`config.mk`:
```
export PLATFORM = sky130hd
export DESIGN_NAME = sp_polarity_driver
export DESIGN_NICKNAME = d
export VERILOG_FILES = /design/src/rtl/sp_drv_pkg.sv /design/src/rtl/spd_shift_chain.sv /design/src/rtl/spd_latch_bank.sv /design/src/rtl/spd_output_mix.sv /design/src/rtl/sp_polarity_driver.sv
export SDC_FILE = /design/constraint.sdc
export NUM_CORES = 1
export LEC_CHECK = 0
export ABC_AREA = 1
export BUFFER_PORTS_ARGS = -buffer_cell sky130_fd_sc_hd__buf_2
export CORE_AREA = 2 2 61 63
export DETAILED_ROUTE_END_ITERATION = 7
export DIE_AREA = 0 0 63 65
export HOLD_SLACK_MARGIN = 0.02
export PLACE_DENSITY_LB_ADDON = 0.15
export SLEW_MARGIN = 30
export SYNTH_ARGS = -nofsm -noshare
export SYNTH_HDL_FRONTEND = slang
export SYNTH_SLANG_ARGS = --single-unit
export TNS_END_PERCENT = 5
```
`constraint.sdc`:
```
create_clock -name clk -period 0.8 [get_ports clk]
set_input_delay 0.16 -clock clk [delete_from_list [all_inputs] [get_ports clk]]
set_output_delay 0.16 -clock clk [all_outputs]
set_load 0.01 [all_outputs]
```
`src/rtl/sp_drv_pkg.sv`:
```
`timescale 1ns/1ps
package sp_drv_pkg;
   // Index of each parallel register inside the register bank.
   typedef enum logic {
      BANK_POL  = 1'b0,
      BANK_DATA = 1'b1
   } bank_sel_e;

   localparam int NUM_BANKS = 2;

   // A line is at its polarity level when its data bit is 1 and inverted when it is 0.
   function automatic logic line_level(input logic data_bit, input logic pol_bit);
      return ~(data_bit ^ pol_bit);
   endfunction
endpackage

```
`src/rtl/spd_shift_chain.sv`:
```
`timescale 1ns/1ps
module spd_shift_chain #(
   parameter int WIDTH = 8
) (
   input  logic             clk,
   input  logic             rst,
   input  logic             ser_in,
   output logic [WIDTH-1:0] word_q,
   output logic             ser_out
);
   localparam int LAST = WIDTH - 1;

   generate
      if (WIDTH < 2) begin : g_bad_width
         $error("spd_shift_chain: WIDTH must be at least 2");
      end
   endgenerate

   always_ff @(posedge clk) begin
      if (rst) word_q <= '0;
      else     word_q <= {word_q[LAST-1:0], ser_in};
   end

   assign ser_out = word_q[LAST];

   AST_SHIFT_ADVANCE: assert property (@(posedge clk) disable iff (rst)
      1'b1 |=> word_q == {$past(word_q[LAST-1:0]), $past(ser_in)});

   AST_SEROUT_LAST: assert property (@(posedge clk) disable iff (rst)
      1'b1 |=> ser_out == $past(word_q[LAST-1]));

   AST_RESET_CLEAR: assert property (@(posedge clk)
      rst |=> word_q == '0);
endmodule

```
`src/rtl/spd_latch_bank.sv`:
```
`timescale 1ns/1ps
module spd_latch_bank #(
   parameter int WIDTH = 8
) (
   input  logic             clk,
   input  logic             rst,
   input  logic             wr_en,
   input  logic [WIDTH-1:0] word_in,
   output logic [WIDTH-1:0] q
);
   always_ff @(posedge clk) begin
      if (rst)        q <= '0;
      else if (wr_en) q <= word_in;
   end

   AST_BANK_WRITE: assert property (@(posedge clk) disable iff (rst)
      wr_en |=> q == $past(word_in));

   AST_BANK_KEEP: assert property (@(posedge clk) disable iff (rst)
      !wr_en |=> $stable(q));
endmodule

```
`src/rtl/spd_output_mix.sv`:
```
`timescale 1ns/1ps
module spd_output_mix
   import sp_drv_pkg::*;
#(
   parameter int WIDTH = 8
) (
   input  logic [WIDTH-1:0] data_q,
   input  logic [WIDTH-1:0] pol_q,
   input  logic             blank_n,
   output logic [WIDTH-1:0] lines
);
   genvar b;
   generate
      for (b = 0; b < WIDTH; b++) begin : g_line
         // While blanking, the data bit is treated as 1.
         assign lines[b] = line_level(blank_n ? data_q[b] : 1'b1, pol_q[b]);
      end
   endgenerate
endmodule

```
`src/rtl/sp_polarity_driver.sv`:
```
`timescale 1ns/1ps
module sp_polarity_driver
   import sp_drv_pkg::*;
#(
   parameter int WIDTH = 8
) (
   input  logic             clk,
   input  logic             rst,
   input  logic             ser_in,
   input  logic             hold_n,
   input  logic             sel_data,
   input  logic             blank_n,
   output logic [WIDTH-1:0] drive_out,
   output logic             ser_out
);
   logic [WIDTH-1:0] shift_word;
   logic [NUM_BANKS-1:0][WIDTH-1:0] bank_q;
   logic [WIDTH-1:0] data_q;
   logic [WIDTH-1:0] pol_q;

   spd_shift_chain #(.WIDTH(WIDTH)) u_chain (
      .clk     (clk),
      .rst     (rst),
      .ser_in  (ser_in),
      .word_q  (shift_word),
      .ser_out (ser_out)
   );

   genvar k;
   generate
      for (k = 0; k < NUM_BANKS; k++) begin : g_bank
         logic wr_en;
         assign wr_en = hold_n && (sel_data == k[0]);
         spd_latch_bank #(.WIDTH(WIDTH)) u_bank (
            .clk     (clk),
            .rst     (rst),
            .wr_en   (wr_en),
            .word_in (shift_word),
            .q       (bank_q[k])
         );
      end
   endgenerate

   assign data_q = bank_q[BANK_DATA];
   assign pol_q  = bank_q[BANK_POL];

   spd_output_mix #(.WIDTH(WIDTH)) u_mix (
      .data_q  (data_q),
      .pol_q   (pol_q),
      .blank_n (blank_n),
      .lines   (drive_out)
   );

   AST_LOAD_DATA: assert property (@(posedge clk) disable iff (rst)
      (hold_n && sel_data) |=> data_q == $past(shift_word) && $stable(pol_q));

   AST_LOAD_POL: assert property (@(posedge clk) disable iff (rst)
      (hold_n && !sel_data) |=> pol_q == $past(shift_word) && $stable(data_q));

   AST_HOLD_BOTH: assert property (@(posedge clk) disable iff (rst)
      !hold_n |=> $stable(data_q) && $stable(pol_q));

   AST_BLANK_POL: assert property (@(posedge clk) disable iff (rst)
      !blank_n |-> drive_out == pol_q);
endmodule

```
==> After elaboration in Yosys (flattened, before gate mapping) <==
Cells that the tools add are included.
{ "totals": {"elab_cells": 30, "ff_bits": 24} }
{ "op_classes": {"n_reduce_logical": 2, "n_mux": 8, "bitwise_logic": 17} }
{ "ops": {"columns": ["cell", "n"], "rows": [
  ["1-bit NOT", 9],
  ["1-bit 2-to-1 mux", 8],
  ["1-bit XOR", 8],
  ["1-bit logical AND", 2]
]} }

==> Longest topological paths before layout <==
Gate-level depths: netlist of the first run.
{ "logic_depth": {"depth_word": 3, "mapped_depth": 5} }

==> Modules after synthesis <==
Synthesis of the first run repeated with hierarchy kept, for this count alone.
{ "hier_totals": {"hier_cells": 182, "hier_area_um2": 1191.1} }
{ "modules_own_cells": {"columns": ["module", "instances", "seq_area_each_um2", "area_per_inst_um2", "cells_per_inst"], "rows": [
  ["spd_latch_bank", 2, 160.2, 341.6, 51],
  ["spd_output_mix", 1, 0.0, 251.5, 50],
  ["spd_shift_chain", 1, 160.2, 239.0, 26],
  ["sp_polarity_driver", 1, 0.0, 17.5, 4]
]} }

==> Worst setup path after synthesis of the first run <==
Ideal clock, no wire load.
{ "synth_timing": {"path_kind": "register to output", "from": "register g_bank[1].u_bank.q[0]", "to": "output drive_out[0]", "stages_incl_launch_ff": 4, "required_ns": 0.640, "setup_slack_ns": 0.032, "arrival_time_ns": 0.608, "path_cell_list": "dfxtp_1 inv_1 nand2_1 xnor2_1"} }
{ "synth_between": {"elab_chain_len": 3} }
{ "synth_lines": {"columns": ["item", "line", "text"], "rows": [
  ["start: declaration", "spd_latch_bank.sv:9", "output logic [WIDTH-1:0] q"],
  ["start signal: assignment", "spd_latch_bank.sv:13", "else if (wr_en) q <= word_in;"],
  ["1-bit 2-to-1 mux", "spd_output_mix.sv:16", "assign lines[b] = line_level(blank_n ? data_q[b] : 1'b1, pol_q[b]);"],
  ["1-bit XOR", "sp_drv_pkg.sv:13", "return ~(data_bit ^ pol_bit);"],
  ["1-bit NOT", "sp_drv_pkg.sv:13", null],
  ["end: declaration", "sp_polarity_driver.sv:13", "output logic [WIDTH-1:0] drive_out,"]
]} }
Every way passes these cells.

==> Worst setup path after layout of the first run <==
{ "layout_timing": {"from": "register g_bank[1].u_bank.q[1]", "to": "output drive_out[1]"} }
The elaborated chain is that of the path after synthesis.

==> flow_summary.toml, run 1 <==
[routing]
top_layer = "met4"
wirelength_microns = 1960
wl_met2_microns = 873
via_per_inst = 4.03
routedWlPerCell_microns = 9.86
drt-met1-wl_microns = 1010
drc_errors = 0
firstDrtPassIters = 4
wl_met3_microns = 46
vias = 802
drtAntennaViolNets = 0
drt_iter0_drc = 25

[setup_path]
crit_path_top_delay_cell = "dfxtp_2"
cp-start-kind = "flip-flop"
crit_cells = 4
crit_fanout = 2
cp_num_buf_inv = 2
crit_type = "flip-flop to output port"
crit_arrival_ps = 1040
required_ps = 640
crit_path_end_kind = "output port"
crit_family = "flip-flops"
r2r_cells = 3
path_cells = "inv_1, nand2_1, xnor2_1, buf_2"
slowest_delay_ps = 340

[cells_and_area]
layout.nets = 159
antenna_cells = 0
instances_no_fill = 199
syn2layout_area_growth_pct = 21.6
drive_gt1_frac = 0.305

[placement]
io_buffers = 14
gp_congestion = 0.717
dp.cells = 196
hpwl_microns = 1390

[logic_synthesis]
ys_seq_area_frac = 0.485
synth_ff_type = "dfxtp_1"
syn-num-nets = 138
yosys.cell_types.count = 14
synthesis.area_sq_um = 991
synthCells = 132
synth_area_leaders = "dfxtp_1 (48%), nand2_1 (9.1%), nor2_1 (9.1%), nand3_1 (8.1%), xnor2_1 (7.1%)"
synth_enable_flop_cells = 0
synth_warnings = 0
synthTopCellsByCount = "dfxtp_1 (24), nand2_1 (24), nor2_1 (24)"
synth_top_area_frac = 0.485
synth_seq_cells = 24
syn_avg_cell_area_sq_um = 7.51
synth_top_area_cell = "dfxtp_1"
synth-async-reset-ratio = 0

[global_routing]
grt_remaining_overflow = 0
grt_pass1_wl_microns = 3420
grt_pass1_vias = 779
gr-usage-all-layers = 0.109
grt_max_degree = 17
antenna_found_initial = 0

[hold_path]
min_path_cells = 3
hold_class = "primary input to flip-flop"

[clock_network]
cts.sinks = 24
postCtsSetupBuffers = 0
root_buffer = "clkbuf_4"
clk_latency_ps = 310
clkSlewWorstSetupHoldPaths_ps = 130
cts_buffers = 3
clk_path_buf_depth = 2
holdBufCountCts = 0
cts_tree = "done"
htree_num_levels = 1

[sta]
report.final.slew_viol_count = 0
timing.fmax_mhz = 835
setup_viol = 9
period_needed_ps = 1200
final.setup.worst_slack_ps = -398
rsz0062_at_grt = "true"
fin_crit_sh = 1.50
relSlewSlack = 0.825
worstMarginPinSlew_ps = 262
final_hold_viol_count = 0
holdWs_ps = 31.8
clock_skew_ps = 3.65

[die]
die_h_microns = 65
dieArea_sq_um = 4100
ios = 15
num_rows = 22
start_util = 0.283
core_area_sq_um = 3500
die_x_microns = 63

[run]
max-cap-violations = 0

[outcome]
status = "complete, but fails checks"
violations = "setup timing"

[power]
power_density_nw_per_um2 = 1740
irDropWorstVdd_mv = 0.781
p_leak_uw = 0.000505
-- sequential cells by signal, summed over array words and instances, names as in the netlist --
| signal | cells |
|---|---|
| g_bank.u_bank.q | 16 |
| u_chain.word_q | 8 |
-- what timing repair did --
item,in CTS,in global routing
gates resized for setup,7,11
pin swaps,0,3
endpoints found under the setup margin,9,9
-- area by class of cell --
class / count / area (sq um)
inverter: 20 / 77.6
timing repair buffer: 22 / 136
fill: 389 / 2290
multi-input combinational: 82 / 418
sequential: 24 / 490
tap: 48 / 60.1
clock buffer: 3 / 22.5
-- logic make-up (layout without fill, tap and decap cells) --
group	after synthesis	count (layout)	share of synthesized area
AND/OR/NAND/NOR	66	66	0.280
buffers and inverters	26	45	0.124
flip-flops	24	24	0.485
AO/OA/AOI/OAI	8	8	0.0404
XOR/XNOR	8	8	0.0707
-- per-layer routing --
layer,track usage,vias to the layer above
li1,-,435
met1,0.135,352
met2,0.177,11
met3,0.0174,4
met4,0.0667,0
met5,0,-
-- power by group --
group	internal [uW]	total, uW	switching (uW)
Clock	176	534	358
Combinational	140	314	173
Sequential	1230	1250	22.4
-- cells in the final DEF (no fill, tap or decap) --
master	n
inv_4	1
buf_6	1
inv_2	4
buf_4	8
nand2_1	21
nand2_2	4
clkbuf_4	3
a21oi_1	8
nor2_4	1
xnor2_2	3
inv_1	15
nor2_1	24
dfxtp_2	8
nand3_1	16
xnor2_1	5
buf_2	13
dfxtp_1	16
-- worst register-to-register path, cell delays in order, from the launching register on --
cell and delay [ps]:
dfxtp_2 350, buf_4 120, nand2_1 50, a21oi_1 50
-- path summary, 6_finish.rpt --
check / startpoint / endpoint / slack (ps)
max: g_bank[1].u_bank.q[1] / drive_out[1] / -400
min reg2reg: u_chain.word_q[1] / u_chain.word_q[2] / 450
max reg2reg: g_bank[1].u_bank.q[2] / g_bank[1].u_bank.q[2] / 130
min: ser_in / u_chain.word_q[0] / 30
-- through the flow --
stage                      util  setup TNS [ps]  instance area (sq um)  setup slack (ps)  total power [uW]
after global placement    0.325            -732                   1140             -68.2              1580
final                     0.345           -3200                   1200              -398              2100
after CTS                 0.335           -3270                   1170              -408              2100
after floorplan               -               0                    991              31.9              1480
after detailed placement  0.325            -948                   1140              -103              1580
after global routing      0.345           -3870                   1200              -484              2220
Note: power is estimated with default switching activity, not from simulation.
==> run 2, diff against run 1 <==
--- a/config.mk
+++ b/config.mk
@@ -8,7 +8,7 @@
 export ABC_AREA = 1
 export BUFFER_PORTS_ARGS = -buffer_cell sky130_fd_sc_hd__buf_2
-export CORE_AREA = 2 2 61 63
+export CORE_AREA = 2 2 50 52
 export DETAILED_ROUTE_END_ITERATION = 7
-export DIE_AREA = 0 0 63 65
+export DIE_AREA = 0 0 52 54
 export HOLD_SLACK_MARGIN = 0.02
 export PLACE_DENSITY_LB_ADDON = 0.15
==> constraint.sdc (replaced) <==
create_clock -name clk -period 0.8 [get_ports clk]
set_input_delay 0.16 -clock clk [delete_from_list [all_inputs] [get_ports clk]]
set_output_delay 0.16 -clock clk [all_outputs]
set_load 0.1 [all_outputs]
==> run 2 against run 1 <==
Against the previous run: the run still ends with setup timing left; wire length increased by 3.8%; non-clock buffer count grew 2; total power increased by 48%; critical endpoint is now drive_out[7]; first-iteration DRC count down 56%; highest routed layer unchanged; clock-buffer cell count is the same; hold slack improved by 150 ps; cell area up 30%; clock power increased by 65%; worst setup slack got worse by 110 ps; cell count decreased by 7.5%.
==> flow_summary.toml, run 2 (synthesized netlist as in run 1, its figures left out) <==
[setup_path]
rr_endpoint = "g_bank[0].u_bank.q[4]"
crit_arrival_ps = 1140
r2r_cells = 4
required_ps = 640
slowest_delay_ps = 350
cp-start-kind = "flip-flop"
crit_path_end_kind = "output port"
crit_fanout = 2
crit_start = "g_bank[1].u_bank.q[7]"
crit_path_end = "drive_out[7]"
rr_startpoint = "u_chain.word_q[4]"
crit_path_top_delay_cell = "dfxtp_2"
crit_type = "flip-flop to output port"
r2r_setup_slack_ps = 100
path_cells = "inv_2, nand2_4, xnor2_4, buf_12"

[placement]
hpwl_microns = 1570
io_buffers = 14
gp_congestion = 0.782
dp.cells = 178
dp_slack_ps = -252

[global_routing]
grt_pass1_vias = 824
grt_max_degree = 17
gr-usage-all-layers = 0.180
grt_remaining_overflow = 0
antenna_found_initial = 0
grt_pass1_wl_microns = 3440

[die]
start_util = 0.427
dieArea_sq_um = 2810
core_area_sq_um = 2320
ios = 15
num_rows = 18
die_h_microns = 54
die_x_microns = 52

[cells_and_area]
largest_reg_flops = 16
regMostFlops = "g_bank.u_bank.q"
layout.nets = 161
drive_gt1_frac = 0.422
syn2layout_area_growth_pct = 58.3
final_cell_mix = "nor2_1 (24), nand3_1 (16), nand2_1 (16)"
antenna_cells = 0
final_util = 0.676
instances_no_fill = 184
final_common_cell = "nor2_1"
reg_top3 = "g_bank.u_bank.q x16, u_chain.word_q x8"

[sta]
worstMarginPinSlew_ps = 276
setup_viol = 9
final_hold_viol_count = 0
timing.fmax_mhz = 766
relSlewSlack = 0.816
holdWs_ps = 185
fin_crit_sh = 1.63
rsz0062_at_grt = "true"
final.setup.worst_slack_ps = -505
clock_skew_ps = 11.2
period_needed_ps = 1300
report.final.slew_viol_count = 0

[routing]
vias = 846
firstDrtPassIters = 4
drt_iter0_drc = 11
wirelength_microns = 2040
drtAntennaViolNets = 0
via_per_inst = 4.60
routedWlPerCell_microns = 11.1
drc_errors = 0

[clock_network]
clk_latency_ps = 330
clkSlewWorstSetupHoldPaths_ps = 130
cts_buffers = 3
root_buffer = "clkbuf_4"
htree_num_levels = 1
cts_tree = "done"
clk_path_buf_depth = 2
cts.sinks = 24

[power]
seqPwrFrac = 0.411
irDropWorstVdd_mv = 1.23
power.total_uw = 3100
switching_share = 0.315
p_leak_uw = 0.000630
clockPowerShare = 0.285
p_comb_frac = 0.304
p_sw_uw = 977
power_density_nw_per_um2 = 1980
p_int_uw = 2120

[run]
max-cap-violations = 0

[outcome]
status = "complete, but fails checks"
violations = "setup timing"

[hold_path]
hold_class = "primary input to flip-flop"
## run 2: cell count changes in the layout (fill, tap and decap cells not counted), moves of 8 or more
cell	delta
buf_2	-8
xnor2_4	+8
nand2_4	+8
buf_12	+11
## run 2: how the worst min path moves through the flow
stage / slack (ps) / endpoint / startpoint / cells past startpoint
finish: 180 / g_bank[1].u_bank.q[1] / sel_data / 3
global route: 190 / g_bank[1].u_bank.q[1] / sel_data / 3
CTS: 180 / g_bank[1].u_bank.q[1] / sel_data / 3
detailed placement: 380 / u_chain.word_q[0] / ser_in / 3
global placement: 370 / u_chain.word_q[0] / ser_in / 3
floorplan: 270 / u_chain.word_q[0] / ser_in / 2
## run 2: critical path, delay by kind of cell (launching register included)
family        cells  cell delay, ps
xor+xnor          1             160
buf+inv           2             250
flops             1             350
simple gates      1              60
## run 2: stage by stage
stage               TNS [ps]  area [sq um]
finish                 -4160          1570
global route           -4540          1570
CTS                    -4330          1570
detailed placement     -2310          1500
global placement       -1900          1500
floorplan              -3330          1220
## run 2: area by class of cell
class	count	area (sq um)
Clock buffer	3	22.5
Clock inverter	1	30.0
Fill cell	178	751
Inverter	20	77.6
Multi-Input combinational cell	82	598
Sequential cell	24	495
Tap cell	30	37.5
Timing Repair Buffer	24	308
## run 2: layer usage
layer	GRT usage	wire [microns]	vias to the layer above
li1	-	-	447
met1	0.199	837	381
met2	0.319	1070	13
met3	0.0333	71	5
met4	0.110	53	0
met5	0	0	-
## run 2: power by group through the flow
stage                     registers, uW  logic [uW]  clock network [uW]
final                              1270         943                 882
after global routing               1280         986                 938
after CTS                          1280         952                 907
after detailed placement           1300         948                   0
after global placement             1300         936                   0
after floorplan                    1300         655                   0
## run 2: what timing repair did
item                                    CTS  global route
buffers inserted                          1             0
gates cloned                              0             0
resized for setup                         1             1
hold buffers                              1             0
pin swaps                                 8             0
endpoints found under the setup margin    9             9
hold endpoints to repair                  1             0
==> run 3, diff against run 2 <==
- BUFFER_PORTS_ARGS: -buffer_cell sky130_fd_sc_hd__buf_2 -> not set
- DONT_BUFFER_PORTS: not set -> 1
- clock period: 0.8 -> 1.6 ns (I/O delays scaled with it)
==> run 3 against run 2 <==
Against the previous run: the run now ends clean; clock power fell by 72%; worst setup slack improved by 580 ps; hold slack got worse by 120 ps; global-route usage fell by 2.3 points; total power fell by 61%; clock skew fell by 5.6 ps; sequential power fell by 50%; non-clock buffer count fell by 15; critical path type unchanged; highest routed layer unchanged.
==> flow_summary.toml, run 3 (synthesized netlist as in run 1, its figures left out) <==
[cells_and_area]
layout.nets = 146
final_util = 0.501
fillers = 231
regMostFlops = "g_bank.u_bank.q"
drive_gt1_frac = 0.174
antenna_cells = 0
instances_no_fill = 168
largest_reg_flops = 16
final_cell_mix = "nand2_1 (24), nor2_1 (24), dfxtp_1 (24)"
syn2layout_area_growth_pct = 17.2
reg_top3 = "g_bank.u_bank.q x16, u_chain.word_q x8"

[sta]
report.final.slew_viol_count = 0
holdWs_ps = 62.9
rsz0062_at_grt = "false"
period_needed_ps = 1520
fin_crit_sh = 0.951
tns_ps = 0
relSlewSlack = 0.798
setup_viol = 0
final_hold_viol_count = 0
worstMarginPinSlew_ps = 303
clock_skew_ps = 5.53
timing.fmax_mhz = 658

[setup_path]
crit_path_end_kind = "output port"
crit_fanout = 2
cp-start-kind = "flip-flop"
required_ps = 1280
path_cells = "inv_1, nand2_1, xnor2_2, buf_4"
crit_path_top_delay_cell = "dfxtp_1"
crit_type = "flip-flop to output port"
crit_arrival_ps = 1200
slowest_delay_ps = 350

[power]
clockPowerShare = 0.207
seqPwrFrac = 0.527
p_comb_frac = 0.266
power_density_nw_per_um2 = 1030
switching_share = 0.337
p_leak_uw = 0.000482
irDropWorstVdd_mv = 0.513
power.total_uw = 1200
p_sw_uw = 404
p_int_uw = 794

[routing]
drt_iter0_drc = 9
via_per_inst = 4.72
firstDrtPassIters = 4
drtAntennaViolNets = 0
wirelength_microns = 1810
drc_errors = 0
routedWlPerCell_microns = 10.8
vias = 793

[clock_network]
cts_tree = "done"
cts_buffers = 3
cts.repair.resized = 0
postCtsSetupBuffers = 0
holdBufCountCts = 0
root_buffer = "clkbuf_4"
clk_path_buf_depth = 2
clkSlewWorstSetupHoldPaths_ps = 120
htree_num_levels = 1
clk_latency_ps = 300
cts.sinks = 24

[placement]
dp.cells = 165
hpwl_microns = 1280
io_buffers = 0
gp_congestion = 0.773

[die]
num_rows = 18
ios = 15
start_util = 0.427
die_h_microns = 54
die_x_microns = 52
core_area_sq_um = 2320
dieArea_sq_um = 2810

[run]
max-cap-violations = 0

[hold_path]
hold_class = "primary input to flip-flop"

[outcome]
status = "completed"

[global_routing]
grt_pass1_wl_microns = 3150
grt_max_degree = 19
grt_remaining_overflow = 0
grt_pass1_vias = 726
antenna_found_initial = 0
gr-usage-all-layers = 0.157
==> run 3: changes by cell type in the layout (fill, tap and decap cells not counted), sizes merged <==
cell	previous run	this run
buf	23	9
bufinv	1	0
dlygate4sd3	1	0
==> run 3: stage by stage <==
step                      worst slack [ps]  cell area (sq um)
after floorplan                       -188               1060
after global placement                 432               1130
after detailed placement               414               1130
after CTS                             60.4               1160
after global routing                  3.52               1160
final                                 79.1               1160
==> run 3: layout make-up <==
type | instances | area, sq um | area share
repair buffers | 9 | 83.8 | 0.0722
multi-input cells | 82 | 459 | 0.395
well taps | 30 | 37.5 | 0.0323
flip-flops and latches | 24 | 480 | 0.414
clock buffers | 3 | 22.5 | 0.0194
inverters | 20 | 77.6 | 0.0668
==> run 3: worst paths after layout <==
| kind | startpoint | end | slack, ps | depth (start not counted) |
|---|---|---|---|---|
| max | g_bank[1].u_bank.q[1] | drive_out[1] | 80 | 4 |
| min | rst | g_bank[1].u_bank.q[4] | 60 | 1 |
| max reg2reg | u_chain.word_q[7] | g_bank[0].u_bank.q[7] | 650 | 5 |
| min reg2reg | u_chain.word_q[2] | u_chain.word_q[3] | 460 | 2 |
==> run 3: routing by layer <==
layer	share of wire	vias to the layer above	global-route usage
met5	0	-	0
met4	0.021	0	0.0921
met3	0.044	4	0.0194
li1	-	408	-
met1	0.47	357	0.218
met2	0.47	24	0.232
==> run 3: critical path, delay by kind of cell, from the launching register on <==
family,cells,cell delay (ps)
AND/OR/NAND/NOR,1,90
XOR/XNOR,1,110
buffers and inverters,2,340
flip-flops,1,350
==> run 3: power groups by stage <==
stage	clock network, uW	registers, uW	logic [uW]
global route	281	633	336
CTS	262	631	319
finish	248	631	318
global placement	0	644	318
detailed placement	0	644	319
floorplan	0	643	283
